==> src/rtl/gpio_irq_pkg.sv <==
// Shared constants for the GPIO interrupt bank: register offsets and
// the bus address width. Offsets are byte addresses within the group.
package gpio_irq_pkg;
    localparam int ADDR_W = 8;

    localparam logic [ADDR_W-1:0] OFS_DATA   = 8'h00;
    localparam logic [ADDR_W-1:0] OFS_DIR    = 8'h04;
    localparam logic [ADDR_W-1:0] OFS_ENABLE = 8'h08;
    localparam logic [ADDR_W-1:0] OFS_TYPE_A = 8'h0C;
    localparam logic [ADDR_W-1:0] OFS_TYPE_B = 8'h10;
    localparam logic [ADDR_W-1:0] OFS_TYPE_C = 8'h14;
    localparam logic [ADDR_W-1:0] OFS_STATUS = 8'h18;
endpackage

==> src/rtl/gpio_pin_sync.sv <==
// Two-flop synchronizer for the pin vector, plus one more flop that
// holds the previous synchronized sample for edge detection.
// Assumes: pin_in may change at any time relative to clk.
module gpio_pin_sync #(
    parameter int W = 32
) (
    input  logic         clk,
    input  logic         rst_n,
    input  logic [W-1:0] pin_async,
    output logic [W-1:0] level,
    output logic [W-1:0] level_prev
);
    logic [W-1:0] meta_q;

    // Two synchronizing stages and the previous-sample stage.
    always_ff @(posedge clk) begin
        if (!rst_n) begin
            meta_q     <= '0;
            level      <= '0;
            level_prev <= '0;
        end else begin
            meta_q     <= pin_async;
            level      <= meta_q;
            level_prev <= level;
        end
    end
endmodule

==> src/rtl/gpio_trigger_detect.sv <==
// Per-pin trigger decode and the sticky write-one-to-clear status word.
// Type coding per pin: B=1 level sensing (A picks high/low); B=0 edge
// sensing, where C=1 means either edge and otherwise A picks rise/fall.
// Assumes: level/level_prev come from the synchronizer; clr_mask is a
// one-cycle pulse from the register file.
module gpio_trigger_detect #(
    parameter int W = 32
) (
    input  logic         clk,
    input  logic         rst_n,
    input  logic [W-1:0] level,
    input  logic [W-1:0] level_prev,
    input  logic [W-1:0] typ_a,
    input  logic [W-1:0] typ_b,
    input  logic [W-1:0] typ_c,
    input  logic [W-1:0] clr_mask,
    output logic [W-1:0] status
);
    logic [W-1:0] evt;

    for (genvar i = 0; i < W; i++) begin : g_pin
        logic rise_i;
        logic fall_i;
        logic evt_i;

        // Decode this pin's trigger mode into a one-cycle event.
        always_comb begin
            rise_i = level[i] & ~level_prev[i];
            fall_i = ~level[i] & level_prev[i];
            if (typ_b[i]) begin
                evt_i = typ_a[i] ? level[i] : ~level[i];
            end else if (typ_c[i]) begin
                evt_i = rise_i | fall_i;
            end else begin
                evt_i = typ_a[i] ? rise_i : fall_i;
            end
        end

        assign evt[i] = evt_i;
    end

    // Sticky status: clear on written ones, an event in the same cycle wins.
    always_ff @(posedge clk) begin
        if (!rst_n) begin
            status <= '0;
        end else begin
            status <= (status & ~clr_mask) | evt;
        end
    end

    // bits not being cleared stay set.
    a_r8_sticky: assert property (@(posedge clk) disable iff (!rst_n)
        1'b1 |=> ((status & $past(status & ~clr_mask)) == $past(status & ~clr_mask)));

    // a cleared bit with no coincident event reads 0 afterwards.
    a_r8_clear: assert property (@(posedge clk) disable iff (!rst_n)
        1'b1 |=> ((status & $past(clr_mask & ~evt)) == '0));

    // a status bit never appears without an event.
    a_r5_no_spurious: assert property (@(posedge clk) disable iff (!rst_n)
        1'b1 |=> ((status & ~$past(status) & ~$past(evt)) == '0));
endmodule

==> src/rtl/gpio_reg_file.sv <==
// Register file and read mux for one GPIO group: output latch, direction,
// enable, three type words, and the status clear pulse.
// Assumes: word-aligned byte addresses; reads return data one cycle later.
module gpio_reg_file
    import gpio_irq_pkg::*;
#(
    parameter int W = 32
) (
    input  logic              clk,
    input  logic              rst_n,
    input  logic              bus_sel,
    input  logic              bus_wr,
    input  logic [ADDR_W-1:0] bus_addr,
    input  logic [W-1:0]      bus_wdata,
    output logic [W-1:0]      bus_rdata,
    input  logic [W-1:0]      level,
    input  logic [W-1:0]      status,
    output logic [W-1:0]      out_q,
    output logic [W-1:0]      dir_q,
    output logic [W-1:0]      en_q,
    output logic [W-1:0]      typ_a_q,
    output logic [W-1:0]      typ_b_q,
    output logic [W-1:0]      typ_c_q,
    output logic [W-1:0]      clr_mask
);
    logic         wr_en;
    logic         rd_en;
    logic [W-1:0] rd_mux;

    // Decode bus strobes.
    always_comb begin
        wr_en = bus_sel & bus_wr;
        rd_en = bus_sel & ~bus_wr;
    end

    // Status clear pulse: written ones of a status write.
    always_comb begin
        clr_mask = (wr_en && bus_addr == OFS_STATUS) ? bus_wdata : '0;
    end

    // Writable registers.
    always_ff @(posedge clk) begin
        if (!rst_n) begin
            out_q   <= '0;
            dir_q   <= '0;
            en_q    <= '0;
            typ_a_q <= '0;
            typ_b_q <= '0;
            typ_c_q <= '0;
        end else if (wr_en) begin
            case (bus_addr)
                OFS_DATA:   out_q   <= bus_wdata;
                OFS_DIR:    dir_q   <= bus_wdata;
                OFS_ENABLE: en_q    <= bus_wdata;
                OFS_TYPE_A: typ_a_q <= bus_wdata;
                OFS_TYPE_B: typ_b_q <= bus_wdata;
                OFS_TYPE_C: typ_c_q <= bus_wdata;
                default: ;
            endcase
        end
    end

    // Read selection; data offset returns the synchronized pin level.
    always_comb begin
        case (bus_addr)
            OFS_DATA:   rd_mux = level;
            OFS_DIR:    rd_mux = dir_q;
            OFS_ENABLE: rd_mux = en_q;
            OFS_TYPE_A: rd_mux = typ_a_q;
            OFS_TYPE_B: rd_mux = typ_b_q;
            OFS_TYPE_C: rd_mux = typ_c_q;
            OFS_STATUS: rd_mux = status;
            default:    rd_mux = '0;
        endcase
    end

    // Registered read data, zero when no read.
    always_ff @(posedge clk) begin
        if (!rst_n) begin
            bus_rdata <= '0;
        end else begin
            bus_rdata <= rd_en ? rd_mux : '0;
        end
    end

    // a direction write is visible on the next cycle.
    a_r2_dir_write: assert property (@(posedge clk) disable iff (!rst_n)
        (bus_sel && bus_wr && bus_addr == OFS_DIR) |=> (dir_q == $past(bus_wdata)));

    // read data is zero after a cycle without a read.
    a_r4_idle_zero: assert property (@(posedge clk) disable iff (!rst_n)
        !(bus_sel && !bus_wr) |=> (bus_rdata == '0));
endmodule

==> src/rtl/gpio_irq_bank.sv <==
// Top of the GPIO interrupt bank: one 32-bit group of four 8-bit ports.
// Pin n of port k is bit k*8+n. irq is the OR of status AND enable.
// Assumes: pin_in comes from an external mux/filter; synchronous reset.
module gpio_irq_bank #(
    parameter int PORTS  = 4,
    parameter int PORT_W = 8
) (
    input  logic                    clk,
    input  logic                    rst_n,
    input  logic                    bus_sel,
    input  logic                    bus_wr,
    input  logic [7:0]              bus_addr,
    input  logic [PORTS*PORT_W-1:0] bus_wdata,
    output logic [PORTS*PORT_W-1:0] bus_rdata,
    input  logic [PORTS*PORT_W-1:0] pin_in,
    output logic [PORTS*PORT_W-1:0] pin_out,
    output logic [PORTS*PORT_W-1:0] pin_oe,
    output logic                    irq
);
    localparam int W = PORTS * PORT_W;

    logic [W-1:0] level;
    logic [W-1:0] level_prev;
    logic [W-1:0] status;
    logic [W-1:0] en_q;
    logic [W-1:0] typ_a;
    logic [W-1:0] typ_b;
    logic [W-1:0] typ_c;
    logic [W-1:0] clr_mask;

    gpio_pin_sync #(.W(W)) u_sync (
        .clk        (clk),
        .rst_n      (rst_n),
        .pin_async  (pin_in),
        .level      (level),
        .level_prev (level_prev)
    );

    gpio_reg_file #(.W(W)) u_regs (
        .clk       (clk),
        .rst_n     (rst_n),
        .bus_sel   (bus_sel),
        .bus_wr    (bus_wr),
        .bus_addr  (bus_addr),
        .bus_wdata (bus_wdata),
        .bus_rdata (bus_rdata),
        .level     (level),
        .status    (status),
        .out_q     (pin_out),
        .dir_q     (pin_oe),
        .en_q      (en_q),
        .typ_a_q   (typ_a),
        .typ_b_q   (typ_b),
        .typ_c_q   (typ_c),
        .clr_mask  (clr_mask)
    );

    gpio_trigger_detect #(.W(W)) u_detect (
        .clk        (clk),
        .rst_n      (rst_n),
        .level      (level),
        .level_prev (level_prev),
        .typ_a      (typ_a),
        .typ_b      (typ_b),
        .typ_c      (typ_c),
        .clr_mask   (clr_mask),
        .status     (status)
    );

    // Combined interrupt from pending and enabled pins.
    always_comb begin
        irq = |(status & en_q);
    end

    // with no pin enabled the interrupt stays low.
    a_r9_no_enable_no_irq: assert property (@(posedge clk) disable iff (!rst_n)
        (en_q == '0) |-> !irq);
endmodule

==> config.mk <==
export PLATFORM = sky130hd
export DESIGN_NAME = gpio_irq_bank
export DESIGN_NICKNAME = d
export VERILOG_FILES = /design/src/rtl/gpio_irq_pkg.sv /design/src/rtl/gpio_pin_sync.sv /design/src/rtl/gpio_trigger_detect.sv /design/src/rtl/gpio_reg_file.sv /design/src/rtl/gpio_irq_bank.sv
export SDC_FILE = /design/constraint.sdc
export NUM_CORES = 1
export LEC_CHECK = 0
export ABC_AREA = 1
export BUFFER_PORTS_ARGS = -buffer_cell sky130_fd_sc_hd__buf_2
export CAP_MARGIN = 20
export CORE_UTILIZATION = 25
export CTS_CLUSTER_DIAMETER = 120
export DETAILED_ROUTE_END_ITERATION = 10
export SLEW_MARGIN = 20
export SYNTH_ARGS = -nofsm -noshare
export SYNTH_HDL_FRONTEND = slang
export SYNTH_SLANG_ARGS = --single-unit
==> constraint.sdc <==
create_clock -name clk -period 1.3 [get_ports clk]
set_clock_uncertainty 0.2 [all_clocks]
set_input_delay 0.065 -clock clk [delete_from_list [all_inputs] [get_ports clk]]
set_output_delay 0.065 -clock clk [all_outputs]
set_load 0.01 [all_outputs]
==> results.yml <==
outcome:
  status: "complete, but fails checks"
  violations: "hold timing, setup timing"
logic_synthesis:
  syn_area_um2: 15600
  synth_area_leaders: "dfxtp_1 (45%), nand2_1 (11%), nor2_1 (7.2%), inv_1 (6.5%), a21oi_1 (5.9%)"
  ys_seq_elements: 352
  syn_area_per_cell_um2: 7.07
  ys_warn_count: 0
  synth.distinct_cells: 25
  syn_nets: 2348
  synth_ff_type: "dfxtp_1"
  netlist_top_cells_count: "nand2_1 (477), dfxtp_1 (352), nor2_1 (301)"
  synthesis.instances: 2208
  synth_most_common_cell: "nand2_1"
  synth_top_area_cell: "dfxtp_1"
  synthArstFlopShare_pct: 0
  synth_top_area_share_pct: 45.2
  yosysSeqAreaShare_pct: 45.2
  synth_edf_count: 0
grt:
  grt_antenna_before_repair: 7
  grt_pass1_vias: 15074
  track_usage_pct: 17.3
  overflow: 0
  grt_pass1_wl_um: 85400
  grt_max_degree: 59
timing:
  setup_viol: 48
  tightest_slew_ns: 0.745
  finalHoldViolations: 70
  drv_slew: 0
  rsz0062_at_grt: "yes"
  fin_crit_sh_pct: 147
  min_period_ns: 1.90
  whs_ns: -0.208
  fmax_mhz: 525
  worst_slack_ns: -0.605
  slew_headroom_pct: 50.2
worst_setup_path:
  cp_max_fo: 2
  end_kind: "output port"
  crit_type: "reg -> out"
  r2r_setup_slack_ns: -0.04
  path_cells: "nand2_2 -> nand4_1 -> nor2_2 -> nand4_1 -> buf_6"
  start_kind: "flip-flop"
  crit_slowest_cell: "dfxtp_2"
  r2r_end: "u_detect.status[20]"
  reg2regPathDepth: 5
  cp_common_cell: "nand4_1"
  required_ns: 1.03
  arrival_ns: 1.64
  reg2reg_from: "u_sync.level[20]"
  crit_path_max_incr_delay_ns: 0.32
detailed_routing:
  ant_nets: 0
  dr.pass1.iters: 7
  drc: 0
  dr.first_iter.drc_count: 850
  routedWlPerCell_um: 15.6
  num_vias: 15581
  vias_per_cell: 4.44
  drt_wl_total_um: 54800
power_and_ir_drop:
  p_leak_nw: 9.91
  p_total_mw: 24.8
  peakVddDrop_mv: 0.833
  powerDensity_nw_per_um2: 1060
floorplan:
  pin_count: 173
  start_util_pct: 25.3
  die_y_um: 252
  coreArea_um2: 61700
  num_rows: 91
  dieArea_um2: 63400
  die_x_um: 252
placement:
  dp_hpwl_um: 37100
  gp_congestion: 0.843
  io_buffers: 172
final_layout:
  nets: 2780
  syn_to_final_growth_pct: 49.7
  fill_cells: 6405
  seqCellArea_um2: 7330
  multi_input_area_um2: 7750
  fin_util_pct: 37.8
  drive_above_1_share_pct: 30.1
worst_hold_path:
  hp-class: "in -> reg"
  hp-start: "bus_wr"
  hold_depth: 5
  worstHoldEndpoint: "u_regs.bus_rdata[2]"
run:
  cap_violations: 0
clock_network:
  clockBufferDepth: 3
  h-tree-depth: 2
  clockRootBuffer: "clkbuf_16"
  clkTransAtPathRegs_ns: 0.06
  cts_tree: "done"
  cts.sinks: 352
  cts_made_buffers: 42
  clk_latency_ns: 0.57
## worst max path at each step
stage,startpoint,end
floorplan,bus_addr[5],u_detect.status[10]
global placement,bus_addr[7],u_regs.bus_rdata[8]
detailed placement,bus_addr[7],u_regs.bus_rdata[8]
CTS,u_regs.en_q[10],irq
global route,u_detect.status[10],irq
finish,u_detect.status[10],irq
## state kept, by name, summed over array words and instances (netlist names)
register	cells
u_detect.status	32
u_regs.bus_rdata	32
u_regs.dir_q	32
u_regs.en_q	32
u_regs.out_q	32
u_regs.typ_a_q	32
u_regs.typ_b_q	32
u_regs.typ_c_q	32
u_sync.level	32
u_sync.level_prev	32
u_sync.meta_q	32
## where the power goes
group	leakage (nW)	internal, mW	total (mW)	switching, mW
Clock	0.679	7.18	11.9	4.75
Combinational	6.29	0.867	1.77	0.905
Sequential	2.94	10.9	11.1	0.134
## layer usage
layer	wire length [um]	global-route usage [%]	up-vias
met4	1260	4.76	4
met5	25	0	-
met3	3830	4.59	82
li1	-	-	7902
met1	24300	22.1	7231
met2	25400	28.6	362
## critical path, delay by kind of cell (launching register included)
kind / cells / cell delay [ns]
flops: 1 / 0.32
buf+inv: 1 / 0.15
simple gates: 4 / 0.59
## layout by cell type, fill, tap and decap left out, types with 2 or more instances in the layout
master,count
a32oi_1,21
nor2_4,7
a21oi_1,150
nor2_2,2
o21ai_1,36
buf_2,79
ha_1,12
nand3_1,173
nand3_2,10
dfxtp_1,196
clkbuf_1,12
o21ai_0,163
buf_12,42
inv_1,224
buf_4,177
ha_4,34
clkbuf_8,10
clkinv_2,6
clkbuf_16,43
nand2_2,19
nand4_1,9
dlygate4sd3_1,105
ha_2,18
nor2_1,298
nand2_1,463
inv_2,36
a32oi_2,7
a21oi_2,33
dfxtp_4,34
diode_2,4
inv_4,23
buf_6,95
dfxtp_2,122
bufinv_16,3
## metrics by stage
step | TNS [ns] | worst slack [ns] | hold WS (ns) | instances | cell area (um2)
finish | -4.13 | -0.605 | -0.208 | 3512 | 23400
detailed placement | -124.93 | -0.741 | 0.0488 | 3287 | 18900
CTS | -14.51 | -0.650 | -0.224 | 3500 | 22900
global placement | -123.58 | -0.754 | 0.0507 | 3287 | 18900
global route | -8.53 | -0.656 | -0.194 | 3508 | 23300
floorplan | 0 | 0.00790 | -0.0374 | 2208 | 15600
## area by class of cell
| class | instances | area share, % |
|---|---|---|
| well taps | 837 | 4.48 |
| clock buffers | 64 | 5.33 |
| clock inverters | 11 | 0.584 |
| repair buffers | 500 | 20.2 |
| multi-input cells | 1461 | 33.2 |
| inverters | 283 | 4.80 |
| flip-flops and latches | 352 | 31.4 |
| diodes | 4 | 0.0429 |
## logic make-up (layout without fill, tap and decap cells)
logic type	count (synthesis)	count (layout)	share of synthesized area [%]
buffers and inverters	395	858	10.1
other	0	4	0
AOI/OAI and AO/OA	413	413	14.0
xor gates and xnor gates	2	2	0.112
DFF	352	352	45.2
adders and majority gates	64	64	5.13
and+or+nand+nor	982	982	25.6
## timing repair
item / CTS / global route
pin swaps: 116 / 113
gates cloned: 0 / 0
hold endpoints to repair: 344 / 133
setup buffers: 28 / 12
hold buffers: 110 / 2
setup endpoints to repair: 145 / 210
resized for setup: 367 / 132
No activity file was read; power rests on OpenSTA's default activity.
